==> config.mk <==
export PLATFORM = sky130hd
export DESIGN_NAME = seg_xlate
export DESIGN_NICKNAME = d
export VERILOG_FILES = /design/src/rtl/seg_xlate_pkg.sv /design/src/rtl/seg_cfg_regs.sv /design/src/rtl/seg_classify.sv /design/src/rtl/seg_pc_window.sv /design/src/rtl/seg_map.sv /design/src/rtl/seg_xlate.sv
export SDC_FILE = /design/constraint.sdc
export NUM_CORES = 1
export LEC_CHECK = 0
export ABC_AREA = 1
export BUFFER_PORTS_ARGS = -buffer_cell sky130_fd_sc_hd__buf_4
export CORE_UTILIZATION = 59
export DETAILED_ROUTE_END_ITERATION = 8
export PLACE_DENSITY = 0.82
export REMOVE_ABC_BUFFERS = 1
export SETUP_SLACK_MARGIN = 0.3
export SLEW_MARGIN = 20
export SYNTH_ARGS = -nofsm -noshare
export SYNTH_HDL_FRONTEND = slang
export SYNTH_SLANG_ARGS = --single-unit
export TNS_END_PERCENT = 50
==> constraint.sdc <==
create_clock -name clk -period 7.15 [get_ports clk]
set_clock_uncertainty 0.05 [all_clocks]
set_input_delay 1.43 -clock clk [delete_from_list [all_inputs] [get_ports clk]]
set_output_delay 1.43 -clock clk [all_outputs]
set_load 0.01 [all_outputs]
==> src/rtl/seg_xlate_pkg.sv <==
// Shared types and configuration addresses for the segmented address translator.
package seg_xlate_pkg;

    // Segment code reported with every translation.
    typedef enum logic [1:0] {
        SEG_ROOT  = 2'd0,
        SEG_DATA  = 2'd1,
        SEG_STACK = 2'd2,
        SEG_WIN   = 2'd3
    } seg_t;

    // Split-control byte, bit 0 at the bottom.
    typedef struct packed {
        logic data_only;      // bit 4: inversions only for data-type accesses
        logic dat_bank_inv;   // bit 3: invert bank MSB in data segment
        logic dat_a16_inv;    // bit 2: invert bit 16 in data segment
        logic root_bank_inv;  // bit 1: invert bank MSB in root segment
        logic root_a16_inv;   // bit 0: invert bit 16 in root segment
    } split_ctl_t;

    localparam int CFG_AW = 4;

    localparam logic [CFG_AW-1:0] CFG_DAT_LEGACY = 4'd0;
    localparam logic [CFG_AW-1:0] CFG_DAT_LO     = 4'd1;
    localparam logic [CFG_AW-1:0] CFG_DAT_HI     = 4'd2;
    localparam logic [CFG_AW-1:0] CFG_STK_LEGACY = 4'd3;
    localparam logic [CFG_AW-1:0] CFG_STK_LO     = 4'd4;
    localparam logic [CFG_AW-1:0] CFG_STK_HI     = 4'd5;
    localparam logic [CFG_AW-1:0] CFG_WIN_LO     = 4'd6;
    localparam logic [CFG_AW-1:0] CFG_WIN_HI     = 4'd7;
    localparam logic [CFG_AW-1:0] CFG_BOUND      = 4'd8;
    localparam logic [CFG_AW-1:0] CFG_SPLIT      = 4'd9;
    localparam logic [CFG_AW-1:0] CFG_PCWIN      = 4'd10;

endpackage

==> src/rtl/seg_cfg_regs.sv <==
// Configuration register file for the translator.
// Holds three offsets, the boundary byte, the split control and the PC window byte.
// Assumes OFF_W > CFG_W, so that each offset has a low byte and a high part.
module seg_cfg_regs
    import seg_xlate_pkg::*;
#(
    parameter int OFF_W = 12,
    parameter int CFG_W = 8
) (
    input  logic              clk,
    input  logic              rst_n,
    input  logic              cfg_we,
    input  logic [CFG_AW-1:0] cfg_addr,
    input  logic [CFG_W-1:0]  cfg_wdata,
    output logic [OFF_W-1:0]  dat_off,
    output logic [OFF_W-1:0]  stk_off,
    output logic [OFF_W-1:0]  win_off,
    output logic [CFG_W-1:0]  bound,
    output split_ctl_t        split_ctl,
    output logic [CFG_W-1:0]  pc_win
);

    localparam int HI_W = OFF_W - CFG_W;
    localparam int CTL_W = $bits(split_ctl_t);

    // Compute the next value of one offset from the legacy, low and high selects.
    function automatic logic [OFF_W-1:0] next_off(
        input logic [OFF_W-1:0] cur,
        input logic             leg,
        input logic             lo,
        input logic             hi,
        input logic [CFG_W-1:0] d
    );
        logic [OFF_W-1:0] n;
        n = cur;
        if (leg) begin
            n = {{HI_W{1'b0}}, d};
        end else if (lo) begin
            n[CFG_W-1:0] = d;
        end else if (hi) begin
            n[OFF_W-1:CFG_W] = d[HI_W-1:0];
        end
        return n;
    endfunction

    logic sel_dleg, sel_dlo, sel_dhi;
    logic sel_sleg, sel_slo, sel_shi;
    logic sel_wlo, sel_whi;

    // Decode the write strobe into per-register selects.
    always_comb begin
        sel_dleg = cfg_we && (cfg_addr == CFG_DAT_LEGACY);
        sel_dlo  = cfg_we && (cfg_addr == CFG_DAT_LO);
        sel_dhi  = cfg_we && (cfg_addr == CFG_DAT_HI);
        sel_sleg = cfg_we && (cfg_addr == CFG_STK_LEGACY);
        sel_slo  = cfg_we && (cfg_addr == CFG_STK_LO);
        sel_shi  = cfg_we && (cfg_addr == CFG_STK_HI);
        sel_wlo  = cfg_we && (cfg_addr == CFG_WIN_LO);
        sel_whi  = cfg_we && (cfg_addr == CFG_WIN_HI);
    end

    // Offset registers: all reset to zero.
    always_ff @(posedge clk) begin
        if (!rst_n) begin
            dat_off <= '0;
            stk_off <= '0;
            win_off <= '0;
        end else begin
            dat_off <= next_off(dat_off, sel_dleg, sel_dlo, sel_dhi, cfg_wdata);
            stk_off <= next_off(stk_off, sel_sleg, sel_slo, sel_shi, cfg_wdata);
            win_off <= next_off(win_off, 1'b0, sel_wlo, sel_whi, cfg_wdata);
        end
    end

    // Boundary, split control and PC window registers.
    always_ff @(posedge clk) begin
        if (!rst_n) begin
            bound     <= '1;
            split_ctl <= '0;
            pc_win    <= '0;
        end else if (cfg_we) begin
            if (cfg_addr == CFG_BOUND) bound <= cfg_wdata;
            if (cfg_addr == CFG_SPLIT) split_ctl <= split_ctl_t'(cfg_wdata[CTL_W-1:0]);
            if (cfg_addr == CFG_PCWIN) pc_win <= cfg_wdata;
        end
    end

endmodule

==> src/rtl/seg_classify.sv <==
// Segment classifier.
// Compares the logical top nibble against the fixed window start and two programmable boundaries.
// Assumes the two highest nibble values always form the window, whatever the boundaries are.
module seg_classify
    import seg_xlate_pkg::*;
#(
    parameter int NIB_W = 4
) (
    input  logic [NIB_W-1:0] nib,
    input  logic [NIB_W-1:0] bnd_data,
    input  logic [NIB_W-1:0] bnd_stack,
    output seg_t             seg
);

    localparam logic [NIB_W-1:0] WIN_START = NIB_W'((1 << NIB_W) - 2);

    // Priority compare: window, then stack, then data, else root.
    always_comb begin
        if (nib >= WIN_START)      seg = SEG_WIN;
        else if (nib >= bnd_stack) seg = SEG_STACK;
        else if (nib >= bnd_data)  seg = SEG_DATA;
        else                       seg = SEG_ROOT;
    end

endmodule

==> src/rtl/seg_pc_window.sv <==
// PC window compare.
// Flags a hit when the top bits of the PC match the compare field.
// The compare width is chosen by the 2-bit mode in the low bits of the window byte; mode 0 disables it.
module seg_pc_window #(
    parameter int LOG_W = 16,
    parameter int CFG_W = 8
) (
    input  logic [LOG_W-1:0] pc,
    input  logic [CFG_W-1:0] pc_win,
    output logic             hit
);

    localparam int CMP_W  = CFG_W - 2;
    localparam int NMODES = 3;

    logic [NMODES-1:0] match;

    // One comparator per width; mode k uses CMP_W-(k-1) bits.
    genvar g;
    generate
        for (g = 0; g < NMODES; g++) begin : g_cmp
            localparam int W = CMP_W - g;
            assign match[g] = (pc[LOG_W-1 -: W] == pc_win[CFG_W-1 -: W]);
        end
    endgenerate

    // Select the comparator named by the mode field.
    always_comb begin
        case (pc_win[1:0])
            2'b01:   hit = match[0];
            2'b10:   hit = match[1];
            2'b11:   hit = match[2];
            default: hit = 1'b0;
        endcase
    end

endmodule

==> src/rtl/seg_map.sv <==
// Physical address builder.
// Adds the selected offset to the page number and applies the split-space inversions.
// Only the page part is added: the low PAGE_W bits pass straight through.
module seg_map
    import seg_xlate_pkg::*;
#(
    parameter int LOG_W    = 16,
    parameter int PHYS_W   = 24,
    parameter int PAGE_W   = 12,
    parameter int BANK_MSB = 19
) (
    input  logic [LOG_W-1:0]         log_addr,
    input  seg_t                     seg,
    input  logic [PHYS_W-PAGE_W-1:0] dat_off,
    input  logic [PHYS_W-PAGE_W-1:0] stk_off,
    input  logic [PHYS_W-PAGE_W-1:0] win_off,
    input  split_ctl_t               split_ctl,
    input  logic                     eff_data,
    output logic [PHYS_W-1:0]        phys
);

    localparam int OFF_W = PHYS_W - PAGE_W;
    localparam int NIB_W = LOG_W - PAGE_W;
    localparam int A16   = LOG_W;

    logic [OFF_W-1:0]  off_sel;
    logic [OFF_W-1:0]  page;
    logic              inv_ok;
    logic              flip_a16;
    logic              flip_bank;
    logic [PHYS_W-1:0] flip_mask;

    // Pick the offset for the segment; root adds nothing.
    always_comb begin
        case (seg)
            SEG_DATA:  off_sel = dat_off;
            SEG_STACK: off_sel = stk_off;
            SEG_WIN:   off_sel = win_off;
            default:   off_sel = '0;
        endcase
    end

    // Page add, wrapping in OFF_W bits (same as mod 2^PHYS_W on the whole address).
    always_comb begin
        page = OFF_W'(log_addr[LOG_W-1 -: NIB_W]) + off_sel;
    end

    // Decide which inversions apply to this access.
    always_comb begin
        inv_ok    = !split_ctl.data_only || eff_data;
        flip_a16  = 1'b0;
        flip_bank = 1'b0;
        if (inv_ok && seg == SEG_ROOT) begin
            flip_a16  = split_ctl.root_a16_inv;
            flip_bank = split_ctl.root_bank_inv;
        end else if (inv_ok && seg == SEG_DATA) begin
            flip_a16  = split_ctl.dat_a16_inv;
            flip_bank = split_ctl.dat_bank_inv;
        end
        flip_mask = '0;
        flip_mask[A16]      = flip_a16;
        flip_mask[BANK_MSB] = flip_bank;
    end

    // Assemble the physical address.
    always_comb begin
        phys = {page, log_addr[PAGE_W-1:0]} ^ flip_mask;
    end

endmodule

==> src/rtl/seg_xlate.sv <==
// Segmented logical-to-physical address translator (top).
// Classifies each logical address into root, data, stack or window, and adds the segment's offset.
// Applies the optional split-space inversions and registers the result with one cycle of latency.
// Assumes a synchronous active-low reset and configuration writes on a byte-wide port.
module seg_xlate
    import seg_xlate_pkg::*;
#(
    parameter int LOG_W    = 16,
    parameter int PHYS_W   = 24,
    parameter int PAGE_W   = 12,
    parameter int CFG_W    = 8,
    parameter int BANK_MSB = 19
) (
    input  logic              clk,
    input  logic              rst_n,
    input  logic              cfg_we,
    input  logic [3:0]        cfg_addr,
    input  logic [CFG_W-1:0]  cfg_wdata,
    input  logic [LOG_W-1:0]  log_addr,
    input  logic              is_data,
    input  logic [LOG_W-1:0]  pc,
    output logic [PHYS_W-1:0] phys_addr,
    output logic [1:0]        seg_id
);

    localparam int OFF_W = PHYS_W - PAGE_W;
    localparam int NIB_W = LOG_W - PAGE_W;

    logic [OFF_W-1:0]  dat_off, stk_off, win_off;
    logic [CFG_W-1:0]  bound, pc_win;
    split_ctl_t        split_ctl;
    seg_t              seg_c;
    logic              pc_hit;
    logic              eff_data;
    logic [PHYS_W-1:0] phys_c;

    seg_cfg_regs #(.OFF_W(OFF_W), .CFG_W(CFG_W)) u_regs (
        .clk       (clk),
        .rst_n     (rst_n),
        .cfg_we    (cfg_we),
        .cfg_addr  (cfg_addr),
        .cfg_wdata (cfg_wdata),
        .dat_off   (dat_off),
        .stk_off   (stk_off),
        .win_off   (win_off),
        .bound     (bound),
        .split_ctl (split_ctl),
        .pc_win    (pc_win)
    );

    seg_classify #(.NIB_W(NIB_W)) u_cls (
        .nib       (log_addr[LOG_W-1 -: NIB_W]),
        .bnd_data  (bound[NIB_W-1:0]),
        .bnd_stack (bound[CFG_W-1 -: NIB_W]),
        .seg       (seg_c)
    );

    seg_pc_window #(.LOG_W(LOG_W), .CFG_W(CFG_W)) u_pcw (
        .pc     (pc),
        .pc_win (pc_win),
        .hit    (pc_hit)
    );

    // An access counts as data-type if flagged so or if the PC window hits.
    always_comb begin
        eff_data = is_data || pc_hit;
    end

    seg_map #(
        .LOG_W(LOG_W), .PHYS_W(PHYS_W), .PAGE_W(PAGE_W), .BANK_MSB(BANK_MSB)
    ) u_map (
        .log_addr  (log_addr),
        .seg       (seg_c),
        .dat_off   (dat_off),
        .stk_off   (stk_off),
        .win_off   (win_off),
        .split_ctl (split_ctl),
        .eff_data  (eff_data),
        .phys      (phys_c)
    );

    // Output register: translation appears one edge after sampling.
    always_ff @(posedge clk) begin
        if (!rst_n) begin
            phys_addr <= '0;
            seg_id    <= SEG_ROOT;
        end else begin
            phys_addr <= phys_c;
            seg_id    <= seg_c;
        end
    end

endmodule

==> results.yml, run 1 <==
clock_network:
  cts_tree: "yes"
  postCtsSetupRepairBufs: 0
  clk_latency_ps: 360
  cts_buffer_depth: 2
  path_clk_slew_ps: 80
  root_buffer: "clkbuf_8"
  clock_sinks: 83
  ctsResizeCount: 0
  numCtsBuffers: 9
  cts_hold_buf: 0
  ctsHtreeMaxLevel: 3
placed_design:
  port_buffers: 63
  hpwl_um: 6260
  post-place-cells: 651
  place.gp.congestion: 0.822
  place_area_mm2: 0.00427
floorplan:
  fp.coreArea_mm2: 0.00603
  die_y_um: 81.8
  start_util_pct: 62.3
  design.die.area_mm2: 0.00668
  die_w_um: 81.8
  io-pin-count: 74
  rows: 28
critical_path:
  r2r_cells: 23
  crit_fanout: 9
  startpoint_type: "primary input"
  end_kind: "flip-flop"
  reg2reg_from: "u_regs.bound[7]$_SDFFE_PN1P_"
  slowest_delay_ps: 350
  arrival_ps: 4400
  worst-setup-path-type: "in2reg"
  rrSetupSlack_ps: 3810
  crit_family: "simple AND/OR/NAND/NOR gates"
  crit_path_cell_trace: "buf_4 > ha_1 > nand2_1 > inv_1 > nand2_2 > nand3_4 > nor2_8 > nand2_1 > inv_2 > a22oi_1 > nand2_1 > ha_1 > inv_1 > fa_1 > inv_1 > nand3_1 > and2_1 > inv_1 > nand3_2 > nor2_4 > nand3_1 > nand2_1 > nor2_1"
  crit_slowest_cell: "ha_1"
  cp.required_ps: 7350
  r2r_end: "phys_addr[22]$_SDFF_PN0_"
  path_buf_inv: 6
drt:
  wl_per_cell_um: 13.3
  vias: 3519
  top_layer_used: "met4"
  met3_length_um: 434
  route.detailed.drc: 0
  route.antenna.remaining_nets: 0
  m1WireLength_um: 4040
  drt_iter0_markers: 222
  via_per_inst: 5.28
  drtPass1Iterations: 4
  drt_wl_total_um: 8870
  route.met2.wl_um: 4210
logic_synthesis:
  ys_async_sr_fraction_pct: 0
  ys_top_cells_by_count: "nand2_1, nor2_1, dfxtp_1"
  synth_most_common_cell: "nand2_1"
  avgSynthCellArea_um2: 7.12
  ys_seq_elements: 83
  netlist_area_mm2: 0.00375
  syn_inst: 527
  synth.area.top_cells: "dfxtp_1, nand2_1, nor2_1"
  synth-seq-area-share_pct: 44.3
  synth-main-ff-cell: "dfxtp_1"
  synth_edf_count: 0
  yosysUniqueCellTypes: 35
  yosysTopAreaCellShare_pct: 44.3
  yosys.area.top_type: "dfxtp_1"
  yosys_warnings: 0
sta:
  max_freq_ghz: 0.238
  setup_violations: 0
  hold_slack_ps: 416
  tns_ps: 0
  period_needed_ps: 4200
  slew_viol_final: 0
  max_slew_margin_pct: 41.1
  timing.final.crit_share_pct: 58.7
  worstMarginPinSlew_ps: 880
  hold_viol: 0
  rsz0062_at_grt: "no"
global_route:
  overflow: 0
  grt_antenna_before_repair: 0
  grt_pass1_wl_um: 14500
  grt_max_degree: 71
  grt_pass1_vias: 3188
  track_usage_pct: 28.8
final_layout:
  register_area_mm2: 0.00166
  nets: 648
  multi_input_area_mm2: 0.00178
  instances_no_fill: 667
  diodes: 0
  fillers: 497
  drive_gt1_share_pct: 16.0
  synthToLayoutAreaGrowth_pct: 19.3
  finalInstanceArea_mm2: 0.00448
flow_run:
  drv_cap: 0
hold_path:
  min_from: "u_regs.split_ctl[4]$_SDFFE_PN0P_"
  whs_path_depth: 2
  min_path_type: "reg2reg"
  hold_end: "u_regs.split_ctl[4]$_SDFFE_PN0P_"
power:
  p_leak_uw: 0.00228
  irDropWorstVdd_uv: 156
  p_total_uw: 938
  powerDensity_mw_per_mm2: 210
run_status:
  status: "completed"
-- kinds of logic (layout without fill, tap and decap cells) --
| family | count (synthesis) | after routing | share of synthesized area, % |
|---|---|---|---|
| buffers and inverters | 83 | 148 | 8.37 |
| flip-flops | 83 | 83 | 44.3 |
| adder cells (fa/ha/maj) | 13 | 13 | 4.53 |
| AND/OR/NAND/NOR | 250 | 250 | 28.5 |
| AO/OA/AOI/OAI | 93 | 93 | 13.2 |
| XOR/XNOR | 5 | 5 | 1.17 |
-- how the worst max path moves through the flow --
stage	start	end	slack, ps	cells past startpoint
2_1_floorplan	log_addr[15]	phys_addr[22]$_SDFF_PN0_	3180	22
3_3_place_gp	log_addr[15]	phys_addr[22]$_SDFF_PN0_	2650	21
3_5_place_dp	log_addr[15]	phys_addr[22]$_SDFF_PN0_	2590	23
4_1_cts	log_addr[15]	phys_addr[22]$_SDFF_PN0_	2950	23
5_1_grt	log_addr[15]	phys_addr[22]$_SDFF_PN0_	2670	23
6_report	log_addr[15]	phys_addr[22]$_SDFF_PN0_	2950	23
-- through the flow --
step | worst slack [ps] | util [%]
6_report | 2950 | 74.3
3_5_place_dp | 2590 | 70.8
3_3_place_gp | 2650 | 70.8
4_1_cts | 2950 | 74.3
5_1_grt | 2670 | 74.3
2_1_floorplan | 3180 | -
-- tightest hold or removal path: cells and delay by family (launching register included) --
| kind | cells | cell delay [ps] |
|---|---|---|
| AO/OA/AOI/OAI | 1 | 60 |
| flip-flops | 1 | 300 |
| buffers and inverters | 1 | 60 |
-- layer usage --
layer / global-route usage [%] / vias to the layer above
met4: 13.0 / 0
met1: 37.3 / 1600
li1: - / 1792
met2: 47.3 / 112
met5: 0 / -
met3: 4.00 / 15
-- layout make-up --
| type | count | area share [%] |
|---|---|---|
| Sequential cell | 83 | 37.1 |
| Timing Repair Buffer | 63 | 10.6 |
| Clock buffer | 11 | 3.38 |
| Clock inverter | 5 | 1.34 |
| Tap cell | 75 | 2.10 |
| Inverter | 69 | 5.79 |
| Multi-Input combinational cell | 361 | 39.7 |
-- flip-flops by register name (all words and copies together) (netlist names) --
| signal | count |
|---|---|
| phys_addr | 24 |
| u_regs.dat_off | 12 |
| u_regs.stk_off | 12 |
| u_regs.win_off | 12 |
| u_regs.bound | 8 |
| u_regs.pc_win | 8 |
| u_regs.split_ctl | 5 |
| seg_id | 2 |
-- report_power, final --
| part | internal (uW) | leakage [uW] | switching (uW) |
|---|---|---|---|
| Sequential | 476 | 0.000676 | 5.55 |
| Combinational | 39.6 | 0.00150 | 59.2 |
| Clock | 182 | 0.000106 | 176 |
| Total | 698 | 0.00228 | 240 |
-- layout by cell type (no fill, tap or decap), types with 11 or more instances in the layout --
master,netlist,final
buf_4,0,63
ha_1,12,12
clkbuf_8,0,11
a21oi_1,30,30
o21ai_0,53,53
dfxtp_1,83,83
nand3_1,30,30
inv_1,64,64
nand2_1,103,103
nor2_1,98,98
Power figures use the tool's default switching activity.
==> inputs of run 2 (changes only) <==
CORE_UTILIZATION = 49   (was 59)
PLACE_DENSITY = 0.72   (was 0.82)
clock period = 3.8 ns   (was 7.15 ns; I/O delays follow)
==> results.yml, run 2 (same netlist as run 1, synthesis figures left out) <==
drt:
  route.antenna.remaining_nets: 0
  vias: 3520
  via_per_inst: 5.04
  wl_per_cell_um: 13.2
  drtPass1Iterations: 5
  drt_iter0_markers: 224
  drt_wl_total_um: 9200
  route.detailed.drc: 0
final_layout:
  layout_commonest_cell: "nand2_1"
  largest_register: "phys_addr"
  multi_input_area_mm2: 0.00178
  fillers: 670
  drive_gt1_share_pct: 17.4
  nets: 655
  finalInstanceArea_mm2: 0.00459
  register_area_mm2: 0.00166
  synthToLayoutAreaGrowth_pct: 22.2
  layout_common_cells: "nand2_1, nor2_1, dfxtp_1"
  largest_register_ffs: 24
  diodes: 0
  instances_no_fill: 698
placed_design:
  post-place-cells: 681
  place.gp.congestion: 0.852
  port_buffers: 63
  place_area_mm2: 0.00434
  hpwl_um: 6510
sta:
  setup_violations: 0
  max_slew_margin_pct: 39.6
  slew_viol_final: 0
  worstMarginPinSlew_ps: 902
  max_freq_ghz: 0.306
  timing.final.crit_share_pct: 85.9
  hold_viol: 0
  tns_ps: 0
  rsz0062_at_grt: "no"
  period_needed_ps: 3270
critical_path:
  worst-setup-path-type: "in2reg"
  crit_slowest_cell: "ha_1"
  cp.required_ps: 4010
  crit_fanout: 5
  crit_path_cell_trace: "buf_4 > ha_2 > nand4_1 > nand3_4 > nor2_8 > nand2_1 > inv_2 > buf_4 > buf_4 > a22oi_1 > nand2_1 > ha_1 > nand3_1 > and2_1 > inv_1 > nand3_2 > nor2_4 > nand3_1 > nand2_1 > nor2_1"
  path_buf_inv: 5
  slowest_delay_ps: 370
  crit_family: "simple AND/OR/NAND/NOR gates"
  startpoint_type: "primary input"
  arrival_ps: 3480
  end_kind: "flip-flop"
hold_path:
  min_path_type: "reg2reg"
floorplan:
  rows: 31
  die_w_um: 89.5
  io-pin-count: 74
  fp.coreArea_mm2: 0.00733
  start_util_pct: 51.2
  die_y_um: 89.5
  design.die.area_mm2: 0.00801
power:
  p_total_uw: 1840
  p_leak_uw: 0.00233
  powerDensity_mw_per_mm2: 400
  irDropWorstVdd_uv: 334
clock_network:
  cts_buffer_depth: 2
  clk_latency_ps: 360
  root_buffer: "clkbuf_8"
  ctsHtreeMaxLevel: 3
  clock_sinks: 83
  cts_tree: "yes"
  cts_hold_buf: 0
  path_clk_slew_ps: 90
  numCtsBuffers: 9
flow_run:
  drv_cap: 0
global_route:
  grt_max_degree: 71
  grt_antenna_before_repair: 0
  overflow: 0
  grt_pass1_vias: 3167
  grt_pass1_wl_um: 15100
  track_usage_pct: 25.2
run_status:
  status: "completed"
[run 2: cell types whose count changed in the layout (fill, tap and decap cells not counted), sizes merged]
cell / previous run / this run
clkbuf: 11 / 10
buf: 63 / 70
clkinvlp: 1 / 0
inv: 67 / 68
bufinv: 1 / 2
[run 2: per-layer routing]
layer  vias to the layer above  global-route usage [%]  routed length (um)
met5                         -                       0                   0
met4                         0                    9.38                 178
met3                        14                    3.51                 491
met2                       102                    40.2                4260
met1                      1600                    34.7                4270
li1                       1804                       -                   -
[run 2: repair_timing]
action | CTS | global route
gates resized for setup | 0 | 2
endpoints found under the setup margin | 0 | 4
setup buffers | 0 | 1
[run 2: where the power goes]
group          switching (uW)  internal (uW)
registers                10.6            896
logic                     114           81.1
clock network             339            395
total                     464           1370
[run 2: path summary, 6_finish.rpt]
path / cells after the start / end / slack [ps] / from
worst min register to register: 2 / u_regs.split_ctl[4]$_SDFFE_PN0P_ / 410 / u_regs.split_ctl[4]$_SDFFE_PN0P_
worst max-delay path: 20 / phys_addr[22]$_SDFF_PN0_ / 530 / log_addr[15]
worst max register to register: 20 / phys_addr[22]$_SDFF_PN0_ / 700 / u_regs.bound[7]$_SDFFE_PN1P_
worst min-delay path: 2 / u_regs.split_ctl[4]$_SDFFE_PN0P_ / 410 / u_regs.split_ctl[4]$_SDFFE_PN0P_
[run 2: per-stage QoR]
stage               hold WS [ps]  worst slack, ps  utilization [%]
floorplan                    379              500                -
global placement             393              167             59.2
detailed placement           400             33.8             59.2
CTS                          413              410             62.4
global route                 444              346             62.6
finish                       413              535             62.6
[run 2: tightest hold or removal path, stage by stage (launching register included)]
cell     delay (ps)
dfxtp_1         310
inv_1            60
a21oi_1          60
[run 2: area by class of cell]
cell class                 instances  area share (%)
sequential                        83            36.2
tap                               99            2.70
inverter                          69            5.65
multi-input combinational        361            38.9
clock buffer                      10            3.00
clock inverter                     6            2.07
timing repair buffer              70            11.5
==> inputs of run 3 (changes only) <==
CORE_UTILIZATION = 51   (was 49)
CTS_BUF_LIST = sky130_fd_sc_hd__clkbuf_2   (was unset)
PLACE_DENSITY = 0.75   (was 0.72)
==> results.yml, run 3 (same netlist as run 1, synthesis figures left out) <==
clock_network:
  ctsHtreeMaxLevel: 3
  postCtsSetupRepairBufs: 0
  cts_hold_buf: 0
  numCtsBuffers: 9
  cts_tree: "yes"
  clock_sinks: 83
  clk_latency_ps: 530
  root_buffer: "clkbuf_2"
  cts_buffer_depth: 2
  ctsResizeCount: 0
  path_clk_slew_ps: 250
critical_path:
  cpMostUsedCell: "inv_1"
  reg2reg_from: "u_regs.bound[7]$_SDFFE_PN1P_"
  crit_path_cell_trace: "inv_1 > ha_1 > nand2_1 > inv_1 > nand2_2 > nand3_4 > nor2_8 > nand2_1 > inv_2 > a22oi_1 > nand2_1 > ha_1 > inv_1 > fa_1 > inv_1 > nand3_1 > and2_1 > inv_1 > nand3_2 > nor2_4 > nand3_1 > nand2_1 > nor2_1"
  crit_family: "simple AND/OR/NAND/NOR gates"
  startpoint_type: "flip-flop"
  crit_slowest_cell: "dfxtp_1"
  path_depth: 23
  worst-setup-path-type: "reg2reg"
  r2r_end: "phys_addr[22]$_SDFF_PN0_"
  path_buf_inv: 6
  rrSetupSlack_ps: 650
  end_kind: "flip-flop"
  cp.required_ps: 4220
  crit_fanout: 9
  arrival_ps: 3570
  r2r_cells: 23
  slowest_delay_ps: 370
final_layout:
  largest_register_ffs: 24
  synthToLayoutAreaGrowth_pct: 17.9
  diodes: 0
  register_area_mm2: 0.00166
  layout_common_cells: "nand2_1, nor2_1, dfxtp_1"
  finalInstanceArea_mm2: 0.00443
  layout_commonest_cell: "nand2_1"
  final_util_pct: 63.7
  drive_gt1_share_pct: 16.6
  nets: 653
  multi_input_area_mm2: 0.00178
  fillers: 637
  largest_register: "phys_addr"
sta:
  max_freq_ghz: 0.317
  max_slew_margin_pct: 40.7
  tns_ps: 0
  worstMarginPinSlew_ps: 886
  slew_viol_final: 0
  setup_violations: 0
  timing.final.crit_share_pct: 82.9
  finalWorstSetupSlack_ps: 648
  rsz0062_at_grt: "no"
  period_needed_ps: 3150
  hold_viol: 0
power:
  p_total_uw: 1520
  combPwrFrac_pct: 12.5
  powerDensity_mw_per_mm2: 343
  irDropWorstVdd_uv: 195
  p_switching_uw: 450
  p_int_uw: 1070
  p_clk_share_pct: 27.5
  seqPwrFrac_pct: 59.9
  p_leak_uw: 0.00226
  netSwitchingFraction_pct: 29.6
floorplan:
  fp.coreArea_mm2: 0.00694
  start_util_pct: 54.1
  rows: 30
  design.die.area_mm2: 0.00771
  io-pin-count: 74
  die_y_um: 87.8
  die_w_um: 87.8
run_status:
  status: "completed"
hold_path:
  whs_path_depth: 3
  min_from: "log_addr[7]"
  hold_end: "phys_addr[7]$_SDFF_PN0_"
  min_path_type: "in2reg"
global_route:
  grt_pass1_wl_um: 14700
  grt_antenna_before_repair: 0
  overflow: 0
  grt_max_degree: 71
  track_usage_pct: 24.7
  grt_pass1_vias: 3193
drt:
  wl_per_cell_um: 12.8
  route.detailed.drc: 0
  vias: 3510
  route.antenna.remaining_nets: 0
  drt_iter0_markers: 172
  drt_wl_total_um: 8880
  via_per_inst: 5.06
  drtPass1Iterations: 5
flow_run:
  drv_cap: 0
placed_design:
  port_buffers: 63
  hpwl_um: 6390
  place.gp.congestion: 0.824
  place_area_mm2: 0.00433
  dp_slack_ps: 80.8
## run 3: changes by cell type in the layout (fill, tap and decap cells not counted), sizes merged
cell,before,now
buf,70,68
bufinv,2,0
clkinv,5,7
clkbuf,10,9
clkinvlp,0,1
## run 3: power groups by stage
stage / Combinational (uW) / Clock [uW] / Sequential, uW
finish: 191 / 418 / 911
global route: 212 / 459 / 914
CTS: 190 / 427 / 911
detailed placement: 189 / 0 / 927
global placement: 185 / 0 / 926
floorplan: 85.1 / 0 / 931
## run 3: cell type report
class                           instances  share of cell area, %
Tap cell                               96                   2.71
Sequential cell                        83                   37.5
Multi-Input combinational cell        361                   40.2
Timing Repair Buffer                   68                   11.5
Clock inverter                          7                   1.16
Clock buffer                            9                   1.02
Inverter                               69                   5.85
## run 3: worst max path at each step
stage / startpoint / endpoint / slack [ps]
2_1_floorplan: log_addr[15] / phys_addr[22]$_SDFF_PN0_ / 500
3_3_place_gp: log_addr[15] / phys_addr[22]$_SDFF_PN0_ / 170
3_5_place_dp: log_addr[15] / phys_addr[22]$_SDFF_PN0_ / 80
4_1_cts: u_regs.bound[7]$_SDFFE_PN1P_ / phys_addr[22]$_SDFF_PN0_ / 660
5_1_grt: u_regs.bound[7]$_SDFFE_PN1P_ / phys_addr[22]$_SDFF_PN0_ / 420
6_report: u_regs.bound[7]$_SDFFE_PN1P_ / phys_addr[22]$_SDFF_PN0_ / 650
## run 3: routing by layer
metal	vias to the layer above	share of wire [%]	global-route usage, %
li1	1800	-	-
met3	20	5.4	4.05
met5	-	0	0
met4	0	2.4	11.0
met2	119	45	37.9
met1	1571	47	34.3
## run 3: per-stage QoR
step / hold slack [ps] / cells
6_report: 336 / 693
3_5_place_dp: 404 / 677
4_1_cts: 299 / 693
3_3_place_gp: 393 / 677
2_1_floorplan: 379 / 513
5_1_grt: 282 / 693
## run 3: worst reg2reg max path, stage by stage (launching register included)
cell and delay (ps):
dfxtp_1 370, inv_1 50, ha_1 330, nand2_1 80
inv_1 60, nand2_2 80, nand3_4 150, nor2_8 120
nand2_1 100, inv_2 90, a22oi_1 60, nand2_1 90
ha_1 170, inv_1 50, fa_1 350, inv_1 90
nand3_1 70, and2_1 170, inv_1 80, nand3_2 120
nor2_4 130, nand3_1 80, nand2_1 70, nor2_1 40
